==> config.mk <==
export PLATFORM = sky130hd
export DESIGN_NAME = mchk_capture
export DESIGN_NICKNAME = d
export VERILOG_FILES = /design/src/rtl/mchk_pkg.sv /design/src/rtl/mchk_gate.sv /design/src/rtl/mchk_image.sv /design/src/rtl/mchk_capture.sv
export SDC_FILE = /design/constraint.sdc
export NUM_CORES = 1
export LEC_CHECK = 0
export BUFFER_PORTS_ARGS = -buffer_cell sky130_fd_sc_hd__buf_4
export CORE_AREA = 2 2 97 99
export CTS_CLUSTER_DIAMETER = 50
export CTS_CLUSTER_SIZE = 12
export DETAILED_ROUTE_END_ITERATION = 12
export DIE_AREA = 0 0 99 101
export HOLD_SLACK_MARGIN = 0.05
export PLACE_DENSITY_LB_ADDON = 0.1
export SETUP_SLACK_MARGIN = 0.1
export SLEW_MARGIN = 0
export SYNTH_ARGS = -nofsm -noshare
export SYNTH_HDL_FRONTEND = slang
export SYNTH_SLANG_ARGS = --single-unit
==> constraint.sdc <==
create_clock -name clk -period 1.5 [get_ports clk]
set_clock_uncertainty 0.1 [all_clocks]
set_input_delay 0.225 -clock clk [delete_from_list [all_inputs] [get_ports clk]]
set_output_delay 0.225 -clock clk [all_outputs]
set_load 0.03 [all_outputs]
==> src/rtl/mchk_pkg.sv <==
package mchk_pkg;
  localparam int XLEN      = 32;
  localparam int NSRC      = 5;
  // big-endian architectural bit positions
  localparam int CAUSE_BE0 = 11;
  localparam int ILE_BE    = 15;
  localparam int ME_BE     = 19;
  localparam int IP_BE     = 25;
  localparam int LE_BE     = 31;
  // little-endian indices derived from them
  localparam int ILE_IX    = XLEN - 1 - ILE_BE;
  localparam int ME_IX     = XLEN - 1 - ME_BE;
  localparam int IP_IX     = XLEN - 1 - IP_BE;
  localparam int LE_IX     = XLEN - 1 - LE_BE;
  localparam int CAUSE_HI  = XLEN - 1 - CAUSE_BE0;
  localparam int KEEP_W    = XLEN / 2;

  typedef enum logic [2:0] {
    SRC_L2ECC = 3'd0,
    SRC_CKPIN = 3'd1,
    SRC_XFER  = 3'd2,
    SRC_DPAR  = 3'd3,
    SRC_APAR  = 3'd4
  } src_e;

  typedef logic [NSRC-1:0] src_vec_t;
  typedef logic [XLEN-1:0] word_t;

  function automatic word_t status_image(src_vec_t src, word_t msr);
    word_t r;
    r = '0;
    for (int i = 0; i < NSRC; i++) begin
      r[CAUSE_HI - i] = src[i];
    end
    r[KEEP_W-1:0] = msr[KEEP_W-1:0];
    return r;
  endfunction

  function automatic word_t entry_state(word_t msr);
    word_t r;
    r = '0;
    r[ILE_IX] = msr[ILE_IX];
    r[IP_IX]  = msr[IP_IX];
    r[LE_IX]  = msr[ILE_IX];
    return r;
  endfunction
endpackage

==> src/rtl/mchk_gate.sv <==
module mchk_gate
  import mchk_pkg::*;
(
  input  src_vec_t err,
  input  src_vec_t en,
  input  logic     me,
  input  logic     halted,
  output logic     take,
  output logic     stop
);
  logic any_err;
  logic masked;

  always_comb begin
    any_err = |err;
    masked  = |(err & ~en);
    take    = any_err && !halted && me && !masked;
    stop    = any_err && !halted && (!me || masked);
  end
endmodule

==> src/rtl/mchk_image.sv <==
module mchk_image
  import mchk_pkg::*;
(
  input  src_vec_t src,
  input  word_t    msr_cur,
  output word_t    srr1_next,
  output word_t    msr_next
);
  always_comb begin
    srr1_next = status_image(src, msr_cur);
    msr_next  = entry_state(msr_cur);
  end
endmodule

==> src/rtl/mchk_capture.sv <==
module mchk_capture
  import mchk_pkg::*;
#(
  parameter logic [31:0] VECTOR    = 32'h0000_0200,
  parameter logic [31:0] RESET_MSR = 32'h0000_1000
) (
  input  logic        clk,
  input  logic        rst_n,
  input  logic [4:0]  err_src_i,
  input  logic [4:0]  src_en_i,
  input  logic [31:0] pc_i,
  input  logic        msr_wr_i,
  input  logic [31:0] msr_wdata_i,
  output logic [31:0] msr_o,
  output logic [31:0] srr0_o,
  output logic [31:0] srr1_o,
  output logic        mc_req_o,
  output logic        redirect_o,
  output logic [31:0] redirect_addr_o,
  output logic        discard_o,
  output logic        checkstop_o
);
  word_t msr_q, srr0_q, srr1_q;
  logic  req_q, halt_q;
  logic  take_w, stop_w;
  word_t srr1_w, msr_entry_w;

  mchk_gate u_gate (
    .err    (err_src_i),
    .en     (src_en_i),
    .me     (msr_q[ME_IX]),
    .halted (halt_q),
    .take   (take_w),
    .stop   (stop_w)
  );

  mchk_image u_image (
    .src       (err_src_i),
    .msr_cur   (msr_q),
    .srr1_next (srr1_w),
    .msr_next  (msr_entry_w)
  );

  always_ff @(posedge clk) begin
    if (!rst_n) begin
      msr_q  <= RESET_MSR;
      srr0_q <= '0;
      srr1_q <= '0;
      req_q  <= 1'b0;
      halt_q <= 1'b0;
    end else begin
      req_q <= take_w;
      if (take_w) begin
        msr_q  <= msr_entry_w;
        srr0_q <= pc_i;
        srr1_q <= srr1_w;
      end else if (msr_wr_i && !halt_q) begin
        msr_q <= msr_wdata_i;
      end
      if (stop_w) halt_q <= 1'b1;
    end
  end

  assign msr_o           = msr_q;
  assign srr0_o          = srr0_q;
  assign srr1_o          = srr1_q;
  assign mc_req_o        = req_q;
  assign redirect_o      = req_q;
  assign discard_o       = req_q;
  assign redirect_addr_o = VECTOR;
  assign checkstop_o     = halt_q;
endmodule

# After elaboration in Yosys (flattened, before gate mapping)

Index checks and enable logic that the tools add are counted.

Register bits: 87
Input port bits: 77
Output and inout port bits: 132
Word-level logic and storage cells: 27

Muxes and demuxes: 2
Bitwise gates (word level): 4
Reductions and logical operators: 14

Operators with widths:

| cell                | count |
|---|---|
| 13-bit 2-to-1 mux   | 2 |
| 5-bit OR reduction  | 2 |
| 5-bit AND           | 1 |
| 1-bit logical AND   | 5 |
| 5-bit inverter      | 1 |
| 1-bit zero test     | 3 |
| 1-bit inverter      | 2 |
| 2-bit AND reduction | 1 |
| 2-bit nonzero test  | 1 |
| 2-bit OR reduction  | 1 |
| 1-bit logical OR    | 1 |

# Logic depth before layout (Yosys ltp)

Depth after elaboration: 7
Gate-level depth with buffers: 6
Gate-level depth less buffers: 4

# Hierarchy

From an unflattened synthesis, not the netlist that was laid out.

Cells, all modules: 505
Area total of the unflattened synthesis: 5014.8 sq um

Modules (own cells, without submodules):

| module       | times used | cells an instance | area each (sq um) | sequential area each (sq um) |
|---|---|---|---|---|
| mchk_capture | 1          | 430               | 4461.8            | 1961.9 |
| mchk_image   | 1          | 65                | 484.2             | 0.0 |
| mchk_gate    | 1          | 10                | 68.8              | 0.0 |

# Worst setup path after synthesis

Ideal clock, no wire load.

Path type: flip-flop to flip-flop
Start: register halt_q, in the netlist checkstop_o
End: register srr1_q[0], in the netlist srr1_o[0]
Library setup time: 0.117 ns
Arrival time: 1.431 ns
Required time: 1.283 ns
Slack: -0.148 ns
Stages on the path, launching flop included: 6
Path buffers: 2
Period minus slack after synthesis: 1.648 ns
Cell sequence: dfxtp_1 > a21o_2 > o31a_1 > buf_4 > buf_6 > a22o_1

Cells in the longest elaborated chain, start to end: 4

RTL lines:

| item                            | RTL line           | source |
|---|---|---|
| from (decl)                     | mchk_capture.sv:24 | `logic req_q, halt_q;` |
| from (signal assigned)          | mchk_capture.sv:50 | `halt_q <= 1'b0;` |
| from (signal assigned)          | mchk_capture.sv:60 | `if (stop_w) halt_q <= 1'b1;` |
| 1-bit zero test                 | mchk_gate.sv:17    | `take = any_err && !halted && me && !masked;` |
| 1-bit logical AND (3 in series) | mchk_gate.sv:17    |  |
| to (signal assigned)            | mchk_capture.sv:56 | `srr1_q <= srr1_w;` |
| to (decl)                       | mchk_capture.sv:23 | `word_t msr_q, srr0_q, srr1_q;` |

Every way passes these cells.
A chain may end at the register's enable or synchronous reset.

# Final worst setup path

Start: register halt_q, in the netlist checkstop_o
End: register msr_q[0], in the netlist msr_o[0]

Cells in the longest elaborated chain, start to end: 5
Elaborated cells between the ends (all ways): 7
Classes of those cells: 1 x mux; 6 x reduce/logical

RTL lines:

| item                                                           | RTL line                            | source |
|---|---|---|
| 1-bit zero test (*)                                            | mchk_gate.sv:17, mchk_capture.sv:57 |  |
| 1-bit logical AND (3 in series)                                | mchk_gate.sv:17                     |  |
| 13-bit 2-to-1 mux / 2-bit nonzero test (equally long branches) | -                                   |  |
| to (signal assigned)                                           | mchk_capture.sv:54                  | `msr_q <= msr_entry_w;` |
| to (signal assigned)                                           | mchk_capture.sv:58                  | `msr_q <= msr_wdata_i;` |
| to (decl)                                                      | mchk_capture.sv:23                  |  |

Mark *: on every way between the ends. The rest lies on a longest branch, timed or not.

==> results.sh <==
export IMPL_io_buffer_count=165
export IMPL_tritoncts_num_sinks=87
export IMPL_finalSetupViolCount=63
export IMPL_fmax_mhz=643.0
export IMPL_pwr_density_cell_mw_per_mm2=918.8
export IMPL_clockRootBuffer="clkbuf_8"
export IMPL_wire_per_inst_um=14.41
export IMPL_cp_slowest_cell="or4_1"
export IMPL_hold_path_class="input port to register"
export IMPL_violated_checks="negative setup slack"
export IMPL_finish_net_count=657
export IMPL_clock_tree_from_tritoncts="built"
export IMPL_worst_slack_ns=-0.05521
export IMPL_post_place_cells=604
export IMPL_rsz0062_at_grt="true"
export IMPL_cell_chain_of_the_critical_path="a21o_4 > buf_12 > buf_6 > or4_1 > o211a_1"
export IMPL_route_layer_met1_wl_um=4409
export IMPL_clock_insertion_delay_worst_skew_ns=0.35
export IMPL_predominant_post_synthesis_flop_cell="dfxtp_1"
export IMPL_drt_iter0_drc=44
export IMPL_gp_congestion=0.7218
export IMPL_route_final_wire_length_um=10030
export IMPL_max_cap_violations=0
export IMPL_max_vdd_ir_drop_mv=0.4322
export IMPL_die_area_mm2=0.009999
export IMPL_ys_ff_latch=87
export IMPL_drv_slew=0
export IMPL_synth_most_common_cell="dfxtp_1"
export IMPL_detailroute_via_count=3109
export IMPL_crit_type="register to register"
export IMPL_num_rows=35
export IMPL_post_route_drc_count=0
export IMPL_power_leakage_nw=2.685
export IMPL_flow_area_growth_from_synthesis_pct=73.87
export IMPL_detail_route_antenna_nets=0
export IMPL_netlist_area_leader_share_pct=52.33
export IMPL_totalPowerFinal_mw=5.317
export IMPL_finish_instance_area_mm2=0.005787
export IMPL_synth_sequential_area_ratio_pct=52.33
export IMPL_critical_path_peak_fanout=3
export IMPL_reg2reg_slack_ns=-0.06
export IMPL_n_antenna_cell=0
export IMPL_netlist_top_cell_by_area="dfxtp_1"
export IMPL_clk_pin_slew_ns=0.09
export IMPL_wl_met3_um=616
export IMPL_clk_path_buf_depth=2
export IMPL_initial_utilization_pct=37.07
export IMPL_grt_max_degree=19
export IMPL_critPathBufInv=2
export IMPL_r2r_cells=5
export IMPL_grt_total_usage_pct=18.94
export IMPL_core_region_area_mm2=0.008977
export IMPL_pin_count=209
export IMPL_synth_edff_count=0
export IMPL_routed_via_density=4.467
export IMPL_hold_path_depth=3
export IMPL_topRoutingLayerUsed="met4"
export IMPL_detailed_place_area_mm2=0.004710
export IMPL_ctsHtreeMaxLevel=3
export IMPL_reg2reg_from="checkstop_o"
export IMPL_timing_critical_path_to_type="register"
export IMPL_place_detailed_hpwl_um=6375
export IMPL_netlist_instances=327
export IMPL_final_hold_violation_count=0
export IMPL_grt_remaining_overflow=0
export IMPL_synth_top_cells_by_count="87 x dfxtp_1, 64 x nand2_1, 52 x a22o_1"
export IMPL_die_width_um=99
export IMPL_post_layout_instance_count_excluding_filler_cells=696
export IMPL_synth_top_cells_by_area="dfxtp_1 52%, a22o_1 14%, buf_4 11%"
export IMPL_post_synth_instance_area_mm2=0.003328
export IMPL_drive_gt1_share_pct=43.93
export IMPL_number_of_global_route_vias_before_repair=3010
export IMPL_postSynthAreaPerCell_um2=10.18
export IMPL_timing_critical_path_arrival_ns=1.69
export IMPL_critical_path_startpoint_type="register"
export IMPL_outcome="finished with violations"
export IMPL_dr_wl_met2_um=4928
export IMPL_async_reset_ff_share_pct=0
export IMPL_critical_path_required_ns=1.64
export IMPL_largest_incremental_delay_on_the_critical_path_ns=0.42
export IMPL_numCtsBuffers=9
export IMPL_final_min_clock_period_ns=1.555
export IMPL_die_y_um=101
export IMPL_number_of_antenna_violations_at_the_first_check_in_global_routing=0
export IMPL_wire_length_of_the_first_global_routing_pass_um=15150
export IMPL_synthDistinctLibCells=27
export IMPL_period_share_pct=103.7
export IMPL_path_delay_family="simple AND/OR/NAND/NOR gates"
export IMPL_timing_rr_end="msr_o[0]"
export IMPL_dr_pass1_iters=4
export IMPL_worstHoldEndpoint="srr1_o[18]"
export IMPL_worst_hold_start="err_src_i[2]"
export IMPL_yosys_warnings=0
==> per-stage QoR <==
step	worst slack, ns	hold slack, ns	util, %	TNS, ns
final	-0.05521	0.09427	64.46	-1.583
after global routing	-0.1256	0.08422	64.46	-6.681
after detailed placement	-0.1951	0.3402	52.46	-11.30
after global placement	-0.1682	0.3346	52.46	-10.89
after floorplan	-0.04243	0.2505	-	-2.078
after CTS	-0.07383	0.07509	63.50	-3.023
==> state kept, by name, indices dropped and copies added (netlist names) <==
register,count
discard_o,1
srr0_o,32
msr_o,32
checkstop_o,1
srr1_o,21
==> metal layers <==
layer	up-vias	GRT usage (%)
met3	6	4.022
met5	-	0
li1	1543	-
met1	1442	24.14
met4	0	6.112
met2	118	32.07
==> power breakdown <==
group	switching (mW)	internal, mW
clock	0.853	0.654
combinational	0.720	0.607
sequential	0.0671	2.42
==> layout make-up <==
type | count | area (um^2)
Clock buffer | 10 | 137.6
Clock inverter | 6 | 43.79
Fill cell | 761 | 3191
Inverter | 5 | 18.77
Multi-Input combinational cell | 210 | 1356
Sequential cell | 87 | 1747
Tap cell | 111 | 138.9
Timing Repair Buffer | 267 | 2345
==> tightest hold or removal path: stages <==
cell	delay, ns
buf_4	0.09
buf_4	0.09
a22o_1	0.10
==> what timing repair did <==
action,CTS,global route
hold buffers,66,0
setup endpoints to repair,84,86
buffers inserted,5,1
pin swaps,1,11
gates resized for setup,17,7
endpoints found under the hold margin,65,0
cloned,3,2
==> cells by family (layout without fill, tap and decap cells) <==
logic type | Yosys count | count (layout) | share of synthesized area [%]
other cells | 2 | 43 | 0.2256
mux | 3 | 3 | 0.9023
flops | 87 | 87 | 52.33
compound gates | 91 | 91 | 21.47
simple gates | 73 | 73 | 9.399
buf+inv | 71 | 288 | 15.68
==> how the worst max path moves through the flow <==
stage / startpoint / to / cells past startpoint / slack [ns]
after floorplan: src_en_i[3] / srr1_o[0] / 6 / -0.04
after global placement: err_src_i[1] / srr0_o[15] / 7 / -0.17
after detailed placement: err_src_i[1] / srr0_o[7] / 7 / -0.20
after CTS: checkstop_o / srr0_o[7] / 6 / -0.07
after global routing: msr_o[12] / srr1_o[4] / 6 / -0.13
final: checkstop_o / msr_o[0] / 5 / -0.06
==> layout by cell type, fill, tap and decap left out, types with 2 or more instances in the layout <==
cell type | Yosys | layout
conb_1 | 2 | 43
buf_6 | 10 | 6
o21ai_0 | 2 | 2
buf_4 | 47 | 184
nand2_1 | 64 | 64
dlygate4sd3_1 | 0 | 66
a21oi_2 | 0 | 28
inv_1 | 5 | 5
buf_12 | 0 | 5
a22o_1 | 52 | 52
clkinvlp_4 | 0 | 2
mux2i_1 | 3 | 3
buf_16 | 0 | 2
buf_8 | 0 | 2
clkbuf_16 | 0 | 2
dfxtp_1 | 87 | 85
clkbuf_8 | 0 | 10
(Power assumes the default switching activity.)
